$ cat src/rtl/pic_pkg.sv
`timescale 1ns/1ps
package pic_pkg;
   localparam int LINES = 8;
   localparam int IDX_W = $clog2(LINES);
   localparam int BASE_W = 8 - IDX_W;
   localparam logic [IDX_W-1:0] CASC_IDX = IDX_W'(2);
   localparam logic [IDX_W-1:0] SPUR_IDX = {IDX_W{1'b1}};
   localparam logic [IDX_W:0]   NO_PRIO = (IDX_W+1)'(LINES);

   typedef enum logic [1:0] {ST_RUN, ST_BASE, ST_CASC, ST_MODE} init_st_t;
   typedef enum logic [2:0] {SRC_NONE, SRC_MCTL, SRC_SCTL, SRC_MTRIG, SRC_STRIG} rd_src_t;

   // rank of the best set bit, counting from the rotation point; NO_PRIO when empty
   function automatic logic [IDX_W:0] best_prio(input logic [LINES-1:0] m,
                                                input logic [IDX_W-1:0] rot);
      logic [IDX_W:0]   p;
      logic [IDX_W-1:0] k;
      p = NO_PRIO;
      for (int i = LINES - 1; i >= 0; i--) begin
         k = IDX_W'(i) + rot;
         if (m[k]) p = (IDX_W+1)'(i);
      end
      return p;
   endfunction
endpackage

$ cat src/rtl/pic_addr_dec.sv
`timescale 1ns/1ps
module pic_addr_dec
   import pic_pkg::*;
#(
   parameter int                ADDR_W    = 16,
   parameter logic [ADDR_W-1:0] M_PORT    = 'h20,
   parameter logic [ADDR_W-1:0] S_PORT    = 'hA0,
   parameter logic [ADDR_W-1:0] TRIG_PORT = 'h4D0
)(
   input  logic [ADDR_W-1:0] addr_i,
   input  logic              wr_i,
   input  logic              rd_i,
   output logic              m_cmd_wr_o,
   output logic              m_dat_wr_o,
   output logic              s_cmd_wr_o,
   output logic              s_dat_wr_o,
   output logic              mt_wr_o,
   output logic              st_wr_o,
   output logic              m_rd_o,
   output logic              s_rd_o,
   output rd_src_t           src_o
);
   logic hit_m, hit_s, hit_t, odd;

   always_comb begin
      odd   = addr_i[0];
      hit_m = addr_i[ADDR_W-1:1] == M_PORT[ADDR_W-1:1];
      hit_s = addr_i[ADDR_W-1:1] == S_PORT[ADDR_W-1:1];
      hit_t = addr_i[ADDR_W-1:1] == TRIG_PORT[ADDR_W-1:1];
      if (hit_m)      src_o = SRC_MCTL;
      else if (hit_s) src_o = SRC_SCTL;
      else if (hit_t) src_o = odd ? SRC_STRIG : SRC_MTRIG;
      else            src_o = SRC_NONE;
      m_cmd_wr_o = wr_i && src_o == SRC_MCTL && !odd;
      m_dat_wr_o = wr_i && src_o == SRC_MCTL && odd;
      s_cmd_wr_o = wr_i && src_o == SRC_SCTL && !odd;
      s_dat_wr_o = wr_i && src_o == SRC_SCTL && odd;
      mt_wr_o    = wr_i && src_o == SRC_MTRIG;
      st_wr_o    = wr_i && src_o == SRC_STRIG;
      m_rd_o     = rd_i && src_o == SRC_MCTL;
      s_rd_o     = rd_i && src_o == SRC_SCTL;
   end
endmodule

$ cat src/rtl/pic_unit.sv
`timescale 1ns/1ps
module pic_unit
   import pic_pkg::*;
#(
   parameter bit               IS_MASTER = 1'b1,
   parameter logic [LINES-1:0] TRIG_MASK = 8'hF8
)(
   input  logic              clk,
   input  logic              rst_n,
   input  logic [LINES-1:0]  line_i,
   input  logic              casc_set_i,
   input  logic              casc_clr_i,
   input  logic              cmd_wr_i,
   input  logic              dat_wr_i,
   input  logic              trig_wr_i,
   input  logic              rd_i,
   input  logic              rd_sel_i,
   input  logic [7:0]        wdata_i,
   input  logic              ack_i,
   output logic [7:0]        rdata_o,
   output logic [LINES-1:0]  trig_o,
   output logic              win_o,
   output logic [IDX_W-1:0]  idx_o,
   output logic [BASE_W-1:0] base_o,
   output logic              poll_hit_o
);
   logic [LINES-1:0]  irr, isr, imr, trig, last, irr_n, isr_n, isr_vis;
   logic [IDX_W-1:0]  rot, win_idx, eoi_idx;
   logic [IDX_W:0]    req_p, cur_p, eoi_p;
   logic [BASE_W-1:0] base;
   init_st_t          st;
   logic need4, aeoi, rot_aeoi, sfnm, poll, rsel, win, poll_hit;
   logic is_init, is_ocw3, is_ocw2;

   // priority resolution
   always_comb begin
      isr_vis = isr;
      if (IS_MASTER && sfnm) isr_vis[CASC_IDX] = 1'b0;
      req_p   = best_prio(irr & ~imr, rot);
      cur_p   = best_prio(isr_vis, rot);
      eoi_p   = best_prio(isr, rot);
      win     = req_p < cur_p;
      win_idx = req_p[IDX_W-1:0] + rot;
      eoi_idx = eoi_p[IDX_W-1:0] + rot;
      is_init = cmd_wr_i && wdata_i[4];
      is_ocw3 = cmd_wr_i && !wdata_i[4] && wdata_i[3];
      is_ocw2 = cmd_wr_i && !wdata_i[4] && !wdata_i[3];
      poll_hit = rd_i && poll && win;
   end

   // next request / in-service state
   always_comb begin
      irr_n = irr;
      isr_n = isr;
      for (int b = 0; b < LINES; b++) begin
         if (trig[b])                    irr_n[b] = line_i[b];
         else if (line_i[b] && !last[b]) irr_n[b] = 1'b1;
      end
      if (casc_set_i) irr_n[CASC_IDX] = 1'b1;
      if (ack_i && win) begin
         if (!aeoi)          isr_n[win_idx] = 1'b1;
         if (!trig[win_idx]) irr_n[win_idx] = 1'b0;
      end
      if (poll_hit) begin
         irr_n[win_idx] = 1'b0;
         isr_n[win_idx] = 1'b0;
      end
      if (casc_clr_i) begin
         irr_n[CASC_IDX] = 1'b0;
         isr_n[CASC_IDX] = 1'b0;
      end
      if (is_init) begin
         irr_n = irr_n & trig;
         isr_n = '0;
      end else if (is_ocw2) begin
         case (wdata_i[7:5])
            3'd1, 3'd5: if (eoi_p != NO_PRIO) isr_n[eoi_idx] = 1'b0;
            3'd3, 3'd7: isr_n[wdata_i[IDX_W-1:0]] = 1'b0;
            default: ;
         endcase
      end
   end

   always_ff @(posedge clk) begin
      if (!rst_n) begin
         irr <= '0; isr <= '0; imr <= '0; trig <= '0; last <= '0;
         rot <= '0; base <= '0; st <= ST_RUN;
         need4 <= 1'b0; aeoi <= 1'b0; rot_aeoi <= 1'b0; sfnm <= 1'b0;
         poll <= 1'b0; rsel <= 1'b0;
      end else begin
         irr  <= irr_n;
         isr  <= isr_n;
         last <= line_i;
         if (ack_i && win && aeoi && rot_aeoi) rot <= win_idx + 1'b1;
         if (rd_i && poll) poll <= 1'b0;
         if (trig_wr_i) trig <= wdata_i & TRIG_MASK;
         if (is_init) begin
            imr   <= '0;
            last  <= '0;
            rot   <= '0;
            rsel  <= 1'b0;
            poll  <= 1'b0;
            need4 <= wdata_i[0];
            if (!wdata_i[0]) begin
               sfnm <= 1'b0;
               aeoi <= 1'b0;
            end
            st <= ST_BASE;
         end else if (is_ocw3) begin
            if (wdata_i[2]) poll <= 1'b1;
            if (wdata_i[1]) rsel <= wdata_i[0];
         end else if (is_ocw2) begin
            case (wdata_i[7:5])
               3'd0, 3'd4: rot_aeoi <= wdata_i[7];
               3'd5:       if (eoi_p != NO_PRIO) rot <= eoi_idx + 1'b1;
               3'd6, 3'd7: rot <= wdata_i[IDX_W-1:0] + 1'b1;
               default: ;
            endcase
         end
         if (dat_wr_i) begin
            case (st)
               ST_RUN:  imr <= wdata_i;
               ST_BASE: begin
                  base <= wdata_i[7:IDX_W];
                  st   <= ST_CASC;
               end
               ST_CASC: st <= need4 ? ST_MODE : ST_RUN;
               ST_MODE: begin
                  sfnm <= wdata_i[4];
                  aeoi <= wdata_i[1];
                  st   <= ST_RUN;
               end
               default: st <= ST_RUN;
            endcase
         end
      end
   end

   always_comb begin
      if (poll)          rdata_o = win ? 8'(win_idx) : 8'(SPUR_IDX);
      else if (rd_sel_i) rdata_o = imr;
      else               rdata_o = rsel ? isr : irr;
   end

   assign trig_o     = trig;
   assign win_o      = win;
   assign idx_o      = win_idx;
   assign base_o     = base;
   assign poll_hit_o = poll_hit;

   // an accepted acknowledge leaves the winner in service
   p_ack_isr_r7: assert property (@(posedge clk) disable iff (!rst_n)
      (ack_i && win && !aeoi && !cmd_wr_i && !casc_clr_i && !poll_hit) |=> isr[$past(win_idx)]);

   // a poll is consumed by exactly one read
   p_poll_once_r11: assert property (@(posedge clk) disable iff (!rst_n)
      (rd_i && poll && !cmd_wr_i) |=> !poll);

   // a level-sensitive line that was low leaves no request
   for (genvar k = 0; k < LINES; k++) begin : g_lvl
      if (TRIG_MASK[k]) begin : g_chk
         p_level_follow_r10: assert property (@(posedge clk) disable iff (!rst_n)
            ($past(trig[k]) && !$past(line_i[k])) |-> !irr[k]);
      end
   end
endmodule

$ cat src/rtl/pic_pair.sv
`timescale 1ns/1ps
module pic_pair
   import pic_pkg::*;
#(
   parameter int                ADDR_W      = 16,
   parameter logic [ADDR_W-1:0] M_PORT      = 'h20,
   parameter logic [ADDR_W-1:0] S_PORT      = 'hA0,
   parameter logic [ADDR_W-1:0] TRIG_PORT   = 'h4D0,
   parameter logic [7:0]        M_TRIG_MASK = 8'hF8,
   parameter logic [7:0]        S_TRIG_MASK = 8'hDE
)(
   input  logic              clk,
   input  logic              rst_n,
   input  logic [15:0]       irq_i,
   output logic              intr_o,
   input  logic              inta_i,
   output logic [7:0]        vec_o,
   output logic              vec_valid_o,
   input  logic [ADDR_W-1:0] io_addr_i,
   input  logic [7:0]        io_wdata_i,
   input  logic              io_wr_i,
   input  logic              io_rd_i,
   output logic [7:0]        io_rdata_o
);
   if (ADDR_W < 11) begin : g_bad_width
      $error("pic_pair: ADDR_W too small for the trigger-mode port");
   end
   if (M_PORT[0] || S_PORT[0] || TRIG_PORT[0]) begin : g_bad_align
      $error("pic_pair: port pairs must start on an even address");
   end
   if (M_PORT[ADDR_W-1:1] == S_PORT[ADDR_W-1:1]) begin : g_bad_overlap
      $error("pic_pair: primary and secondary ports overlap");
   end
   if (M_TRIG_MASK[CASC_IDX]) begin : g_bad_casc
      $error("pic_pair: cascade line must stay edge-triggered");
   end

   logic m_cmd_wr, m_dat_wr, s_cmd_wr, s_dat_wr, mt_wr, st_wr, m_rd, s_rd;
   rd_src_t src;
   logic [7:0]        m_rdata, s_rdata, vec_d, vec_q;
   logic [LINES-1:0]  m_trig, s_trig;
   logic              m_win, s_win, m_poll_hit, s_poll_hit, s_ack, vld_q;
   logic [IDX_W-1:0]  m_idx, s_idx;
   logic [BASE_W-1:0] m_base, s_base;

   pic_addr_dec #(.ADDR_W(ADDR_W), .M_PORT(M_PORT), .S_PORT(S_PORT), .TRIG_PORT(TRIG_PORT)) u_dec (
      .addr_i(io_addr_i), .wr_i(io_wr_i), .rd_i(io_rd_i),
      .m_cmd_wr_o(m_cmd_wr), .m_dat_wr_o(m_dat_wr), .s_cmd_wr_o(s_cmd_wr), .s_dat_wr_o(s_dat_wr),
      .mt_wr_o(mt_wr), .st_wr_o(st_wr), .m_rd_o(m_rd), .s_rd_o(s_rd), .src_o(src));

   assign s_ack = inta_i && m_win && (m_idx == CASC_IDX);

   pic_unit #(.IS_MASTER(1'b1), .TRIG_MASK(M_TRIG_MASK)) u_prim (
      .clk(clk), .rst_n(rst_n), .line_i(irq_i[7:0]),
      .casc_set_i(s_win), .casc_clr_i(s_poll_hit),
      .cmd_wr_i(m_cmd_wr), .dat_wr_i(m_dat_wr), .trig_wr_i(mt_wr),
      .rd_i(m_rd), .rd_sel_i(io_addr_i[0]), .wdata_i(io_wdata_i), .ack_i(inta_i),
      .rdata_o(m_rdata), .trig_o(m_trig), .win_o(m_win), .idx_o(m_idx),
      .base_o(m_base), .poll_hit_o(m_poll_hit));

   pic_unit #(.IS_MASTER(1'b0), .TRIG_MASK(S_TRIG_MASK)) u_sec (
      .clk(clk), .rst_n(rst_n), .line_i(irq_i[15:8]),
      .casc_set_i(1'b0), .casc_clr_i(1'b0),
      .cmd_wr_i(s_cmd_wr), .dat_wr_i(s_dat_wr), .trig_wr_i(st_wr),
      .rd_i(s_rd), .rd_sel_i(io_addr_i[0]), .wdata_i(io_wdata_i), .ack_i(s_ack),
      .rdata_o(s_rdata), .trig_o(s_trig), .win_o(s_win), .idx_o(s_idx),
      .base_o(s_base), .poll_hit_o(s_poll_hit));

   always_comb begin
      if (!m_win)                 vec_d = {m_base, SPUR_IDX};
      else if (m_idx == CASC_IDX) vec_d = {s_base, s_win ? s_idx : SPUR_IDX};
      else                        vec_d = {m_base, m_idx};
   end

   always_ff @(posedge clk) begin
      if (!rst_n) begin
         vec_q      <= '0;
         vld_q      <= 1'b0;
         io_rdata_o <= '0;
      end else begin
         vld_q <= inta_i;
         if (inta_i) vec_q <= vec_d;
         if (io_rd_i) begin
            case (src)
               SRC_MCTL:  io_rdata_o <= m_rdata;
               SRC_SCTL:  io_rdata_o <= s_rdata;
               SRC_MTRIG: io_rdata_o <= m_trig;
               SRC_STRIG: io_rdata_o <= s_trig;
               default:   io_rdata_o <= '0;
            endcase
         end
      end
   end

   assign intr_o      = m_win;
   assign vec_o       = vec_q;
   assign vec_valid_o = vld_q;

   // primary winner other than the cascade line gives primary base + line
   p_vec_master_r3: assert property (@(posedge clk) disable iff (!rst_n)
      (vec_valid_o && $past(m_win) && $past(m_idx) != CASC_IDX)
         |-> vec_o == {$past(m_base), $past(m_idx)});

   // no primary winner gives primary base + 7
   p_spur_master_r5: assert property (@(posedge clk) disable iff (!rst_n)
      (vec_valid_o && !$past(m_win)) |-> vec_o == {$past(m_base), SPUR_IDX});

   // cascade line without a secondary winner gives secondary base + 7
   p_spur_slave_r6: assert property (@(posedge clk) disable iff (!rst_n)
      (vec_valid_o && $past(m_win) && $past(m_idx) == CASC_IDX && !$past(s_win))
         |-> vec_o == {$past(s_base), SPUR_IDX});

   // a poll read that hits returns a bare line index
   p_poll_data_r11: assert property (@(posedge clk) disable iff (!rst_n)
      (m_poll_hit || s_poll_hit) |=> io_rdata_o[7:IDX_W] == '0);

   // unmapped reads return zero
   p_unmapped_zero_r12: assert property (@(posedge clk) disable iff (!rst_n)
      (io_rd_i && src == SRC_NONE) |=> io_rdata_o == 8'h00);
endmodule

$ cat config.mk
export PLATFORM = sky130hd
export DESIGN_NAME = pic_pair
export DESIGN_NICKNAME = d
export VERILOG_FILES = /design/src/rtl/pic_pkg.sv /design/src/rtl/pic_addr_dec.sv /design/src/rtl/pic_unit.sv /design/src/rtl/pic_pair.sv
export SDC_FILE = /design/constraint.sdc
export NUM_CORES = 1
export LEC_CHECK = 0
export ABC_AREA = 1
export BUFFER_PORTS_ARGS = -buffer_cell sky130_fd_sc_hd__buf_2
export CAP_MARGIN = 20
export CELL_PAD_IN_SITES_DETAIL_PLACEMENT = 1
export CELL_PAD_IN_SITES_GLOBAL_PLACEMENT = 1
export CORE_ASPECT_RATIO = 1.2
export CORE_UTILIZATION = 48
export CTS_BUF_LIST = sky130_fd_sc_hd__clkbuf_8
export DETAILED_ROUTE_END_ITERATION = 8
export PLACE_DENSITY_LB_ADDON = 0.1
export SYNTH_ARGS = -nofsm -noshare
export SYNTH_HDL_FRONTEND = slang
export SYNTH_SLANG_ARGS = --single-unit
$ cat constraint.sdc
create_clock -name clk -period 6.06 [get_ports clk]
set_input_delay 0 -clock clk [delete_from_list [all_inputs] [get_ports clk]]
set_output_delay 0 -clock clk [all_outputs]
set_load 0.05 [all_outputs]
==> summary.md <==
| Metric | Value |
|---|---|
| Outcome | completed |
| Die area | 0.0189 mm2 |
| Commonest non-fill, non-tap cell in the layout | nand2_1 |
| Critical path's slowest cell | dfxtp_1 |
| Gpl congestion | about 0.94 |
| Synth cell types | 58 |
| Maximum Capacitance Violations | 0 |
| IO buf count | 62 |
| CP max stage delay | 700 ps |
| VDD IR max | between 0.00015 and 0.0002 V |
| Setup crit end kind | flip-flop |
| Achievable Freq | 197 MHz |
| Main synth FF type | dfxtp_1 |
| Hold Path Cell Cnt | 3 |
| Die height | 150 um |
| Root Driver | clkbuf_8 |
| Reg2reg start | u_prim.rot[1] |
| Setup violators final | 0 |
| Fill cells | 2486 |
| Via count | roughly 10000 |
| Yosys reg bits | around 120 |
| Clock Tree Buf Depth | 2 |
| Post-synth EDFFs | 0 |
| Worst slack at placement | approximately 1100 ps |
| Vias per cell | 5.99 |
| Pwr Density | ~270 mW/mm2 |
| CP Class | reg2reg |
| First-pass GRT wire length | between 50000 and 60000 um |
| Share of cells above drive strength 1 | 0.100 |
| Initial DRC Count | 673 |
| Worst R2R Setup Slack | 1000 ps |
| Final ANT Viol Nets | 0 |
| Layout area overhead | 12.4% |
| Horiz. Die Dim | around 130 um |
| Total track usage | 0.361 |
| Number of global-route vias before repair | 10100 |
| LEAKAGE | 4.44 nW |
| Critical path's top delay family | simple AND/OR/NAND/NOR gates |
| Synth Net Count | between 1000 and 1500 |
| Reg2Reg Capture Point | u_sec.irr[2] |
| Post-CTS setup buffers | 0 |
| Core ar. | about 0.018 mm2 |
| # resized after CTS | 0 |
| Syn avg cell area | approximately 6.2 um2 |
| Sequential area share after synthesis | 0.279 |
| CP required | 6410 ps |
| Fin crit period | about 5100 ps |
| Top cell by count, worst path | nand2_1 |
| Slew @ Worst Pin | between 900 and 1000 ps |
| WL/cell | 19.7 um |
| Slew headroom | 0.349 |
| Gr ovfl total | 0 |
| Skew final | approximately 14 ps |
| Fraction of registers with async set/reset | 0 |
| FF-to-FF path depth | 29 |
| DRT Wirelength | 33600 um |
| Initial antenna violation count | 0 |
| YS warnings | 0 |
| Setup TNS | 0 ps |
| Synthesized area | slightly below 0.009 mm2 |
| Largest net degree at the start of global routing | 47 |
| Pre-antenna DRT Iters | 7 |
| WP data arrival | between 5000 and 6000 ps |
| Hold Crit Endpoint | u_sec.rsel |
| DPL Wire Length | roughly 26000 um |
| HP Class | in2reg |
| WHS | 19.6 ps |
| CP Launch Type | flip-flop |
| Clk sinks | around 120 |
| # rows | 53 |
| Min setup slack post-route | 996 ps |
| HP Start | io_wdata_i[1] |
| Residual DRC | 0 |
| Hold buffer count at CTS | 26 |
| H-tree depth | 4 |
| Worst-path maximum fanout | 15 |
| Final Cycle Share | 0.836 |
| I/O pin cnt | 63 |
| Ant. Diodes | 0 |
| Post-synthesis cell count | ~1400 |
| Skew-Pair Late Insertion Delay | 450 ps |
| Max Slew Vio Count | 0 |
| Clk slew on worst S/H paths | 90 ps |
| Unrepaired setup endpoints after global routing | no |
| Worst path bufs/invs | 8 |
| Number of buffers created by CTS | 17 |
| CTS tree | yes |
| Fin. Hold Viols | 0 |
| # nets final | between 1500 and 2000 |
| Starting density of the core | 0.496 |
| Commonest cells after routing, fill and taps aside | 333 x nand2_1, 168 x inv_1, 140 x nand3_1 |
worst reg2reg max path: cells and delay by family (launching register included):
| kind | cells | cell delay [ps] |
|---|---|---|
| compound gates | 1 | 190 |
| xor+xnor | 1 | 190 |
| fa+ha+maj | 3 | 1110 |
| buf+inv | 8 | 1000 |
| flops | 1 | 700 |
| simple gates | 16 | 1780 |
registers in the layout (all words and copies together), names as in the netlist, 3 cells and up:
register,flops
io_rdata_o,8
u_prim.imr,8
u_prim.irr,8
u_prim.isr,8
u_prim.last,8
u_sec.imr,8
u_sec.irr,8
u_sec.isr,8
u_sec.last,8
vec_o,8
u_sec.trig_o,6
u_prim.base_o,5
u_prim.trig_o,5
u_sec.base_o,5
u_prim.rot,3
u_sec.rot,3
synth_stat cells (all sizes together), types with 2 or more instances:
cell type    n  share of area
o22ai        7         0.0050
o211ai       3         0.0026
and3         2         0.0014
dfxtp      123           0.28
buf         22          0.015
o32ai        6         0.0060
clkbuf      30          0.013
a21oi      108          0.062
or2          3         0.0021
nand2      340           0.15
ha          20          0.028
a221oi       2         0.0020
xor2        12          0.015
o21ai      129          0.077
nor4        10         0.0071
inv        188          0.080
a31oi        9         0.0064
nand4       11         0.0078
nand3b       2         0.0017
a21boi       3         0.0034
o21bai       3         0.0026
xnor2        4         0.0057
fa           4         0.0091
clkinv       3         0.0013
a22oi        2         0.0017
nor2       131          0.059
o31ai        7         0.0060
o221ai       9         0.0089
mux2i        2         0.0023
nor3        37          0.023
nand3      141          0.081
nor3b        2         0.0017
and2         2         0.0014
a211oi      36          0.031
power by group:
part | leakage (nW) | total [mW] | internal [mW] | switching, mW
Sequential | 1.00 | 0.891 | 0.848 | 0.0431
Clock | 0.233 | 0.891 | 0.499 | 0.392
Combinational | 3.20 | 0.848 | 0.238 | 0.609
area by class of cell:
| class | instances | area [um2] | share of cell area |
|---|---|---|---|
| tap | 220 | 275 | 0.0278 |
| clock inverter | 15 | 233 | 0.0235 |
| sequential | 123 | 2460 | 0.249 |
| multi-input combinational | 1051 | 5390 | 0.544 |
| clock buffer | 17 | 234 | 0.0236 |
| inverter | 191 | 719 | 0.0726 |
| timing repair buffer | 91 | 593 | 0.0599 |
how the worst max path moves through the flow:
stage / endpoint / depth (start not counted) / startpoint / slack (ps)
3_3_place_gp: u_sec.irr[6] / 25 / u_prim.rot[1] / 1250
6_report: u_sec.irr[2] / 29 / u_prim.rot[1] / 1000
3_5_place_dp: u_sec.irr[2] / 29 / u_prim.rot[1] / 1090
5_1_grt: u_sec.irr[3] / 29 / u_prim.rot[1] / 460
2_1_floorplan: u_prim.isr[2] / 20 / u_prim.rot[0] / 2210
4_1_cts: u_sec.irr[2] / 29 / u_prim.rot[1] / 1080
routing by layer:
| layer | vias up | GRT usage | share of wire | wire (um) |
|---|---|---|---|---|
| met2 | 392 | 0.606 | 0.47 | 15600 |
| met1 | 4883 | 0.456 | 0.44 | 14600 |
| met5 | - | 0 | 0 | 0 |
| li1 | 4855 | - | - | - |
| met3 | 104 | 0.0416 | 0.051 | 1700 |
| met4 | 0 | 0.192 | 0.049 | 1630 |
through the flow:
step           utilization  std cells  cell area (um2)  total power [mW]
2_1_floorplan            -       1417             8810              1.48
3_3_place_gp         0.516       1649             9170              1.69
3_5_place_dp         0.516       1649             9170              1.72
4_1_cts              0.557       1707             9900              2.60
5_1_grt              0.557       1708             9910              2.74
6_report             0.557       1708             9910              2.63
cell families after synthesis:
logic type | synth area share
compound gates | 0.218
xor+xnor | 0.0206
fa+ha+maj | 0.0375
buf+inv | 0.109
flops | 0.279
mux | 0.00227
simple gates | 0.334
(Power assumes the default switching activity.)
